==> config.mk <==
export PLATFORM = sky130hd
export DESIGN_NAME = vcmd_seq_decoder
export DESIGN_NICKNAME = d
export VERILOG_FILES = /design/src/rtl/vcmd_pkg.sv /design/src/rtl/vcmd_classify.sv /design/src/rtl/vcmd_seq_fsm.sv /design/src/rtl/vcmd_busy.sv /design/src/rtl/vcmd_seq_decoder.sv
export SDC_FILE = /design/constraint.sdc
export NUM_CORES = 1
export LEC_CHECK = 0
export BUFFER_PORTS_ARGS = -buffer_cell sky130_fd_sc_hd__buf_2
export CELL_PAD_IN_SITES_DETAIL_PLACEMENT = 0
export CELL_PAD_IN_SITES_GLOBAL_PLACEMENT = 1
export CORE_UTILIZATION = 27
export DETAILED_ROUTE_END_ITERATION = 16
export GPL_TIMING_DRIVEN = 0
export PLACE_DENSITY = 0.85
export REMOVE_ABC_BUFFERS = 1
export SYNTH_ARGS = -nofsm -noshare
export SYNTH_HDL_FRONTEND = slang
export SYNTH_SLANG_ARGS = --single-unit
==> constraint.sdc <==
create_clock -name clk -period 1.8 [get_ports clk]
set_clock_uncertainty 0.2 [all_clocks]
set_input_delay 0.27 -clock clk [delete_from_list [all_inputs] [get_ports clk]]
set_output_delay 0.27 -clock clk [all_outputs]
set_load 0.01 [all_outputs]
==> src/rtl/vcmd_pkg.sv <==
package vcmd_pkg;
  localparam int unsigned VCMD_INDEX      = 62;
  localparam int unsigned RD_SINGLE_INDEX = 17;

  localparam logic [31:0] KEY_UNLOCK  = 32'hEFAC_62EC;
  localparam logic [31:0] KEY_RPT_ON  = 32'h0000_CCEE;
  localparam logic [31:0] KEY_RPT_OFF = 32'h00DE_CCEE;
  localparam logic [31:0] KEY_BOOT    = 32'h00CB_AEA7;

  typedef enum logic [1:0] {
    SEQ_IDLE = 2'd0,
    SEQ_OPEN = 2'd1,
    SEQ_BOOT = 2'd2
  } seq_state_t;

  typedef enum logic [2:0] {
    ARG_OTHER   = 3'd0,
    ARG_UNLOCK  = 3'd1,
    ARG_RPT_ON  = 3'd2,
    ARG_RPT_OFF = 3'd3,
    ARG_BOOT    = 3'd4
  } arg_class_t;

  typedef struct packed {
    logic       is_vcmd;
    logic       is_rd0;
    arg_class_t cls;
    logic       size_ok;
  } cmd_info_t;
endpackage

==> src/rtl/vcmd_classify.sv <==
module vcmd_classify
  import vcmd_pkg::*;
#(
  parameter int unsigned IDX_W    = 6,
  parameter int unsigned ARG_W    = 32,
  parameter int unsigned SIZE_W   = 8,
  parameter int unsigned MAX_SIZE = 128
) (
  input  logic [IDX_W-1:0]  cmd_index,
  input  logic [ARG_W-1:0]  cmd_arg,
  output cmd_info_t         info,
  output logic [SIZE_W-1:0] size_val
);
  localparam logic [ARG_W-1:0] MAX_ARG = ARG_W'(MAX_SIZE);

  always_comb begin
    info.is_vcmd = (cmd_index == IDX_W'(VCMD_INDEX));
    info.is_rd0  = (cmd_index == IDX_W'(RD_SINGLE_INDEX)) && (cmd_arg == '0);
    if (cmd_arg == ARG_W'(KEY_UNLOCK))       info.cls = ARG_UNLOCK;
    else if (cmd_arg == ARG_W'(KEY_RPT_ON))  info.cls = ARG_RPT_ON;
    else if (cmd_arg == ARG_W'(KEY_RPT_OFF)) info.cls = ARG_RPT_OFF;
    else if (cmd_arg == ARG_W'(KEY_BOOT))    info.cls = ARG_BOOT;
    else                                     info.cls = ARG_OTHER;
    info.size_ok = (cmd_arg != '0) && (cmd_arg <= MAX_ARG);
    size_val     = cmd_arg[SIZE_W-1:0];
  end
endmodule

==> src/rtl/vcmd_seq_fsm.sv <==
module vcmd_seq_fsm
  import vcmd_pkg::*;
#(
  parameter int unsigned SIZE_W   = 8,
  parameter int unsigned MAX_SIZE = 128
) (
  input  logic              clk,
  input  logic              rst_n,
  input  logic              accept,
  input  cmd_info_t         info,
  input  logic [SIZE_W-1:0] size_val,
  output logic              launch,
  output logic              report_mode,
  output logic              rd_report,
  output logic              boot_upd,
  output logic [SIZE_W-1:0] boot_size,
  output logic              erase_req,
  output logic              seq_err
);
  seq_state_t state;

  assign launch = accept && (state == SEQ_BOOT) && info.is_vcmd && info.size_ok;

  always_ff @(posedge clk or negedge rst_n) begin
    if (!rst_n) begin
      state       <= SEQ_IDLE;
      report_mode <= 1'b0;
      rd_report   <= 1'b0;
      boot_upd    <= 1'b0;
      boot_size   <= '0;
      erase_req   <= 1'b0;
      seq_err     <= 1'b0;
    end else begin
      boot_upd  <= 1'b0;
      erase_req <= 1'b0;
      seq_err   <= 1'b0;
      rd_report <= 1'b0;
      if (accept) begin
        rd_report <= info.is_rd0 && report_mode;
        case (state)
          SEQ_IDLE: begin
            if (info.is_vcmd) begin
              if (info.cls == ARG_UNLOCK) state <= SEQ_OPEN;
              else                        seq_err <= 1'b1;
            end
          end
          SEQ_OPEN: begin
            state <= SEQ_IDLE;
            if (info.is_vcmd && info.cls == ARG_RPT_ON)       report_mode <= 1'b1;
            else if (info.is_vcmd && info.cls == ARG_RPT_OFF) report_mode <= 1'b0;
            else if (info.is_vcmd && info.cls == ARG_BOOT)    state <= SEQ_BOOT;
            else                                               seq_err <= 1'b1;
          end
          SEQ_BOOT: begin
            state <= SEQ_IDLE;
            if (info.is_vcmd && info.size_ok) begin
              boot_upd  <= 1'b1;
              erase_req <= 1'b1;
              boot_size <= size_val;
            end else begin
              seq_err <= 1'b1;
            end
          end
          default: state <= SEQ_IDLE;
        endcase
      end
    end
  end


  mode_change_src_chk: assert property (@(posedge clk) disable iff (!rst_n)
    !$stable(report_mode) |-> $past(accept && info.is_vcmd));


  size_range_chk: assert property (@(posedge clk) disable iff (!rst_n)
    boot_upd |-> (boot_size != '0) && (boot_size <= SIZE_W'(MAX_SIZE)));


  err_excl_upd_chk: assert property (@(posedge clk) disable iff (!rst_n)
    !(seq_err && boot_upd));


  upd_one_cycle_chk: assert property (@(posedge clk) disable iff (!rst_n)
    boot_upd |=> !boot_upd);
endmodule

==> src/rtl/vcmd_busy.sv <==
module vcmd_busy (
  input  logic clk,
  input  logic rst_n,
  input  logic start,
  input  logic erase_done,
  output logic busy
);
  always_ff @(posedge clk or negedge rst_n) begin
    if (!rst_n)          busy <= 1'b0;
    else if (start)      busy <= 1'b1;
    else if (erase_done) busy <= 1'b0;
  end


  busy_hold_chk: assert property (@(posedge clk) disable iff (!rst_n)
    busy && !erase_done |=> busy);


  busy_rise_src_chk: assert property (@(posedge clk) disable iff (!rst_n)
    $rose(busy) |-> $past(start));
endmodule

==> src/rtl/vcmd_seq_decoder.sv <==
module vcmd_seq_decoder
  import vcmd_pkg::*;
#(
  parameter int unsigned IDX_W    = 6,
  parameter int unsigned ARG_W    = 32,
  parameter int unsigned SIZE_W   = 8,
  parameter int unsigned MAX_SIZE = 128
) (
  input  logic              clk,
  input  logic              rst_n,
  input  logic              cmd_valid,
  output logic              cmd_ready,
  input  logic [IDX_W-1:0]  cmd_index,
  input  logic [ARG_W-1:0]  cmd_arg,
  input  logic              erase_done,
  output logic              report_mode,
  output logic              rd_report,
  output logic              boot_upd,
  output logic [SIZE_W-1:0] boot_size,
  output logic              erase_req,
  output logic              busy,
  output logic              seq_err
);
  cmd_info_t         info;
  logic [SIZE_W-1:0] size_val;
  logic              launch;
  logic              accept;

  assign cmd_ready = !busy;
  assign accept    = cmd_valid && cmd_ready;

  vcmd_classify #(
    .IDX_W(IDX_W), .ARG_W(ARG_W), .SIZE_W(SIZE_W), .MAX_SIZE(MAX_SIZE)
  ) u_cls (
    .cmd_index(cmd_index), .cmd_arg(cmd_arg), .info(info), .size_val(size_val)
  );

  vcmd_seq_fsm #(.SIZE_W(SIZE_W), .MAX_SIZE(MAX_SIZE)) u_fsm (
    .clk(clk), .rst_n(rst_n), .accept(accept), .info(info), .size_val(size_val),
    .launch(launch), .report_mode(report_mode), .rd_report(rd_report),
    .boot_upd(boot_upd), .boot_size(boot_size), .erase_req(erase_req),
    .seq_err(seq_err)
  );

  vcmd_busy u_busy (
    .clk(clk), .rst_n(rst_n), .start(launch), .erase_done(erase_done), .busy(busy)
  );


  erase_busy_chk: assert property (@(posedge clk) disable iff (!rst_n)
    erase_req |-> busy);


  no_accept_busy_chk: assert property (@(posedge clk) disable iff (!rst_n)
    $past(busy) && busy |-> $stable(report_mode) && !boot_upd && !seq_err);
endmodule

Word-level counts from Yosys, hierarchy flattened
Cells that the tools add are included.
{ "word_totals": {"ff_bits": 15, "input_bits": 42, "out_inout_bits": 15, "wordCells": 68} }
{ "classes": {"order_cmp": 1, "eq_ne": 14, "mux": 26, "n_reduce_logical": 20} }
{ "op_table": {"columns": ["op", "count"], "rows": [
  ["equality test 32 x 24 -> 1 bit (second input constant)", 2],
  ["equality test 32 x 16 -> 1 bit (second input constant)", 1],
  ["equality test 32 bit (second input constant)", 1],
  ["less-or-equal comparator 32 x 8 -> 1 bit (second input constant)", 1],
  ["logical NOT 32 bit", 1],
  ["nonzero test 32 bit", 1],
  ["2-to-1 mux 1 bit", 15],
  ["2-to-1 mux 3 bit", 4],
  ["logical AND 1 bit", 11],
  ["2-to-1 mux 2 bit", 5],
  ["AND reduction 3 bit", 3],
  ["equality test 3 x 2 -> 1 bit (second input constant)", 2],
  ["equality test 6 x 5 -> 1 bit (second input constant)", 1],
  ["equality test 6 bit (second input constant)", 1],
  ["!= test 2 x 1 -> 1 bit (second input constant)", 2],
  ["one-hot mux 2 bit (2 select lines)", 1],
  ["nonzero test 2 bit", 2],
  ["equality test 3 x 1 -> 1 bit (second input constant)", 1],
  ["equality test 3 bit (second input constant)", 1],
  ["one-hot mux 1 bit (3 select lines)", 1],
  ["equality test 2 x 1 -> 1 bit (second input constant)", 1],
  ["equality test 2 bit (second input constant)", 1],
  ["logical NOT 2 bit", 1],
  ["logical NOT 1 bit", 1]
]} }

Logic depth before layout (Yosys ltp)
{ "logic_depth": {"depth_word": 12, "depth_mapped": 6, "depth_no_buf": 5} }

Hierarchy
Synthesis repeated with hierarchy kept, for this count alone.
{ "hier_totals": {"cells_unflattened": 109, "hier_area_um2": 1054.8} }
{ "by_module_without_submodules": {"columns": ["module", "instances", "cells_each", "area_per_inst_um2", "seq_area_each_um2"], "rows": [
  ["vcmd_seq_fsm", 1, 48, 633.1, 350.3],
  ["vcmd_classify", 1, 56, 375.4, 0.0],
  ["vcmd_busy", 1, 3, 36.3, 25.0],
  ["vcmd_seq_decoder", 1, 2, 10.0, 0.0]
]} }

Worst setup path after synthesis
No wires, ideal clock.
{ "synth_path": {"kind": "input to register", "from": "input port cmd_arg[12]", "to": "register u_fsm.boot_size[0]", "arrival_time_ps": 1975, "required_ps": 1475, "slack_ps": -500, "cell_stages": 6, "path_buffers": 1, "cell_sequence": "or4_1 nor2_1 nand3_1 or4b_1 buf_6 mux2_4"} }
{ "synth_via": {"elab_chain_cells": 4, "word_cells_on_any_way": 5} }
{ "synth_rtl": {"columns": ["item", "line", "rtl"], "rows": [
  ["from (decl)", "vcmd_seq_decoder.sv:14", "input logic [ARG_W-1:0] cmd_arg,"],
  ["less-or-equal comparator 32 x 8 -> 1 bit or nonzero test 32 bit (tied branches)", "vcmd_classify.sv:24", "info.size_ok = (cmd_arg != '0) && (cmd_arg <= MAX_ARG);"],
  ["logical AND 1 bit *", "vcmd_classify.sv:24", null],
  ["logical AND 1 bit *", "vcmd_seq_fsm.sv:56", "if (info.is_vcmd && info.size_ok) begin"],
  ["AND reduction 3 bit (no line) *", null, null],
  ["to (signal assigned)", "vcmd_seq_fsm.sv:59", "boot_size <= size_val;"],
  ["to (decl)", "vcmd_seq_fsm.sv:16", "output logic [SIZE_W-1:0] boot_size,"]
]} }
Mark *: on every way between the ends. The rest lies on a longest branch, timed or not.
A chain may end at the register's enable or synchronous reset.

Final worst setup path
{ "layout_path": {"from": "input port cmd_arg[8]", "to": "register u_fsm.boot_size[6]"} }
The elaborated chain is that of the path after synthesis.

==> flow_summary.ini <==
[drt]
first_pass_iters = 4
vias_per_cell = 5.01
vias = 976
routedWlPerCell_um = 13.4
drc_errors = 0
drt_wl_total_mm = 2.61
drt_iter0_drc = 15
ant_nets = 0

[logic_synthesis]
synth_top_cell_by_area = dfrtp_1
yosys_warnings = 0
netlist_top_cells_area = dfrtp_1, mux2_4, or4_1, nand3b_1, nand4b_1
dominantRegCellSynth = dfrtp_1
synth-seq-cells = 15
async_flop_share_pct = 100
syn_avg_cell_area_um2 = 10.6
seq_area_frac_synth_pct = 40.8
synthDistinctLibCells = 30
syn_inst = 87
synth_top_area_share_pct = 40.8
synth-edff-count = 0
netlist_area_um2 = 921

[clocking]
cts_inserted_buffers = 3
htree_num_levels = 1
clock_latency_ns = 0.28
cts_root_buf = clkbuf_4
clock-sinks = 15
cts_tree = done
clk_pin_slew_ns = 0.09
cts_max_path_buffers = 2

[power_and_ir_drop]
ir_drop_v = 0.000201
power_mw = 0.644
power.density_mw_per_mm2 = 449
p_int_mw = 0.476
swShare_pct = 26.0
p_comb_share_pct = 17.4
p_seq_share_pct = 52.3
netSwitchingPower_mw = 0.168
total_leakage_power_nw = 0.673
clock_power_share_pct = 30.3

[place]
dp_hpwl_mm = 2.01
gp_congestion = 0.794
port_buffers = 56
dp_cells = 185
post-place-ws_ns = -0.939
placed_cell_area_mm2 = 0.00124

[critical_path]
critPathMaxFanout = 5
path_cells = buf_6 > or4_4 > nor2_4 > nand3_2 > or4b_4 > mux2_4
crit_required_ns = 1.77
critPathCaptureType = register
cp_num_buf_inv = 1
crit_path_start_kind = primary input
cp_slowest_cell = or4b_4
cp_top_family = simple AND/OR/NAND/NOR gates
max_stage_delay_ns = 0.58
worstSetupPathType = primary input to register
arrival_ns = 2.05

[sta]
finalSetupViolCount = 10
period_needed_ns = 2.08
timing.hold.ws_ns = 0.0391
finalHoldViolCount = 0
rsz0062_at_grt = true
slew_viol_final = 0
slew_headroom_pct = 70.9
setup_ws_ns = -0.281
period_share_pct = 116
setup-tns-final_ns = -2.41
max_slew.worst_pin.slew_ns = 0.433
max_freq_mhz = 481

[grt]
grt_max_degree = 16
grt_usage_pct = 15.3
grt-ovfl-total = 0
grt_pass1_vias = 924
grt_pass1_wl_mm = 4.11
antenna_found_initial = 0

[cells_and_area]
syn_to_final_growth_pct = 55.8
fillers = 328
diodes = 0
finalInstanceArea_mm2 = 0.00144
final_cell_mix = buf_2, dfrtp_1, mux2_4, nand2_1
drive_above_1_share_pct = 58.9
multi_input_area_um2 = 632
final_common_cell = buf_2
final_util_pct = 45.5
nNetsFinal = 194
ff_latch_area_um2 = 375
fin_cells = 195

[floorplanning]
die_y_um = 60.4
initial_core_util_pct = 29.2
num_rows = 20
io_pins = 57
die_w_um = 60.4
die_area_mm2 = 0.00365
coreArea_mm2 = 0.00315

[hold_path]
min_path_type = primary input to register

[outcome]
violations = negative setup slack
status = complete, but fails checks

[job]
drv_cap = 0
## power by group through the flow
stage               logic (mW)  clock network, mW  registers (mW)
floorplan               0.0208                  0           0.344
global placement        0.0893                  0           0.343
detailed placement      0.0922                  0           0.344
CTS                      0.101              0.196           0.337
global route             0.122              0.217           0.337
finish                   0.112              0.195           0.337
## worst reg2reg max path: cells and delay by family (launching register included)
family / cells / cell delay (ns)
flip-flops: 1 / 0.40
multiplexers: 1 / 0.32
AND/OR/NAND/NOR: 3 / 0.95
## state kept, by name, summed over array words and instances, names as in the netlist
signal	cells
u_busy.busy	1
u_fsm.boot_size	8
u_fsm.boot_upd	1
u_fsm.rd_report	1
u_fsm.report_mode	1
u_fsm.seq_err	1
u_fsm.state	2
## timing repair
item / CTS / global route
resized for setup: 14 / 12
cloned: 1 / 0
setup buffers: 3 / 1
setup endpoints to repair: 12 / 12
hold buffers: 2 / 0
hold endpoints to repair: 16 / 0
pin swaps: 6 / 3
## cell usage after synthesis (2+ instances only)
cell type	instances
dfrtp_1	15
mux2_4	8
nand2_1	6
nor2_1	6
nor3_1	5
or4_1	5
nand3_1	4
nand3b_1	4
nor4_1	4
nand4_1	3
nand4b_1	3
inv_1	2
nand2b_1	2
o211ai_1	2
o21ai_0	2
o31ai_1	2
## layout make-up
| type | count | share of cell area (%) |
|---|---|---|
| flip-flops and latches | 15 | 26.2 |
| inverters | 2 | 0.523 |
| multi-input cells | 69 | 44.0 |
| repair buffers | 61 | 23.6 |
| well taps | 44 | 3.84 |
| clock buffers | 4 | 1.83 |
## metal layers
| layer | track usage, % | vias up | share of wire (%) |
|---|---|---|---|
| li1 | - | 472 | - |
| met3 | 2.35 | 7 | 6.2 |
| met5 | 0 | - | 0 |
| met2 | 25.9 | 48 | 49 |
| met4 | 7.97 | 0 | 2.0 |
| met1 | 18.6 | 449 | 43 |
## logic make-up (layout without fill, tap and decap cells)
logic type      count (synthesis)  after routing  synth area share [%]
compound gates                  7              7                  4.89
buf+inv                         4             67                  2.85
simple gates                   51             52                  36.3
mux                             9              9                  14.3
flops                          15             15                  40.8
xor+xnor                        1              1                 0.951
## worst paths after layout
check | from | to | slack (ns) | cells past startpoint
setup reg to reg | u_busy.busy | u_fsm.boot_size[6] | -0.19 | 4
setup / recovery | cmd_arg[8] | u_fsm.boot_size[6] | -0.28 | 6
max in group asynchronous | rst_n | u_fsm.boot_size[0] | 0.94 | 2
hold / removal | cmd_arg[4] | u_fsm.boot_size[4] | 0.04 | 2
hold reg to reg | u_fsm.boot_size[0] | u_fsm.boot_size[0] | 0.32 | 1
min in group asynchronous | rst_n | u_busy.busy | 0.21 | 2
Power figures use the tool's default switching activity.
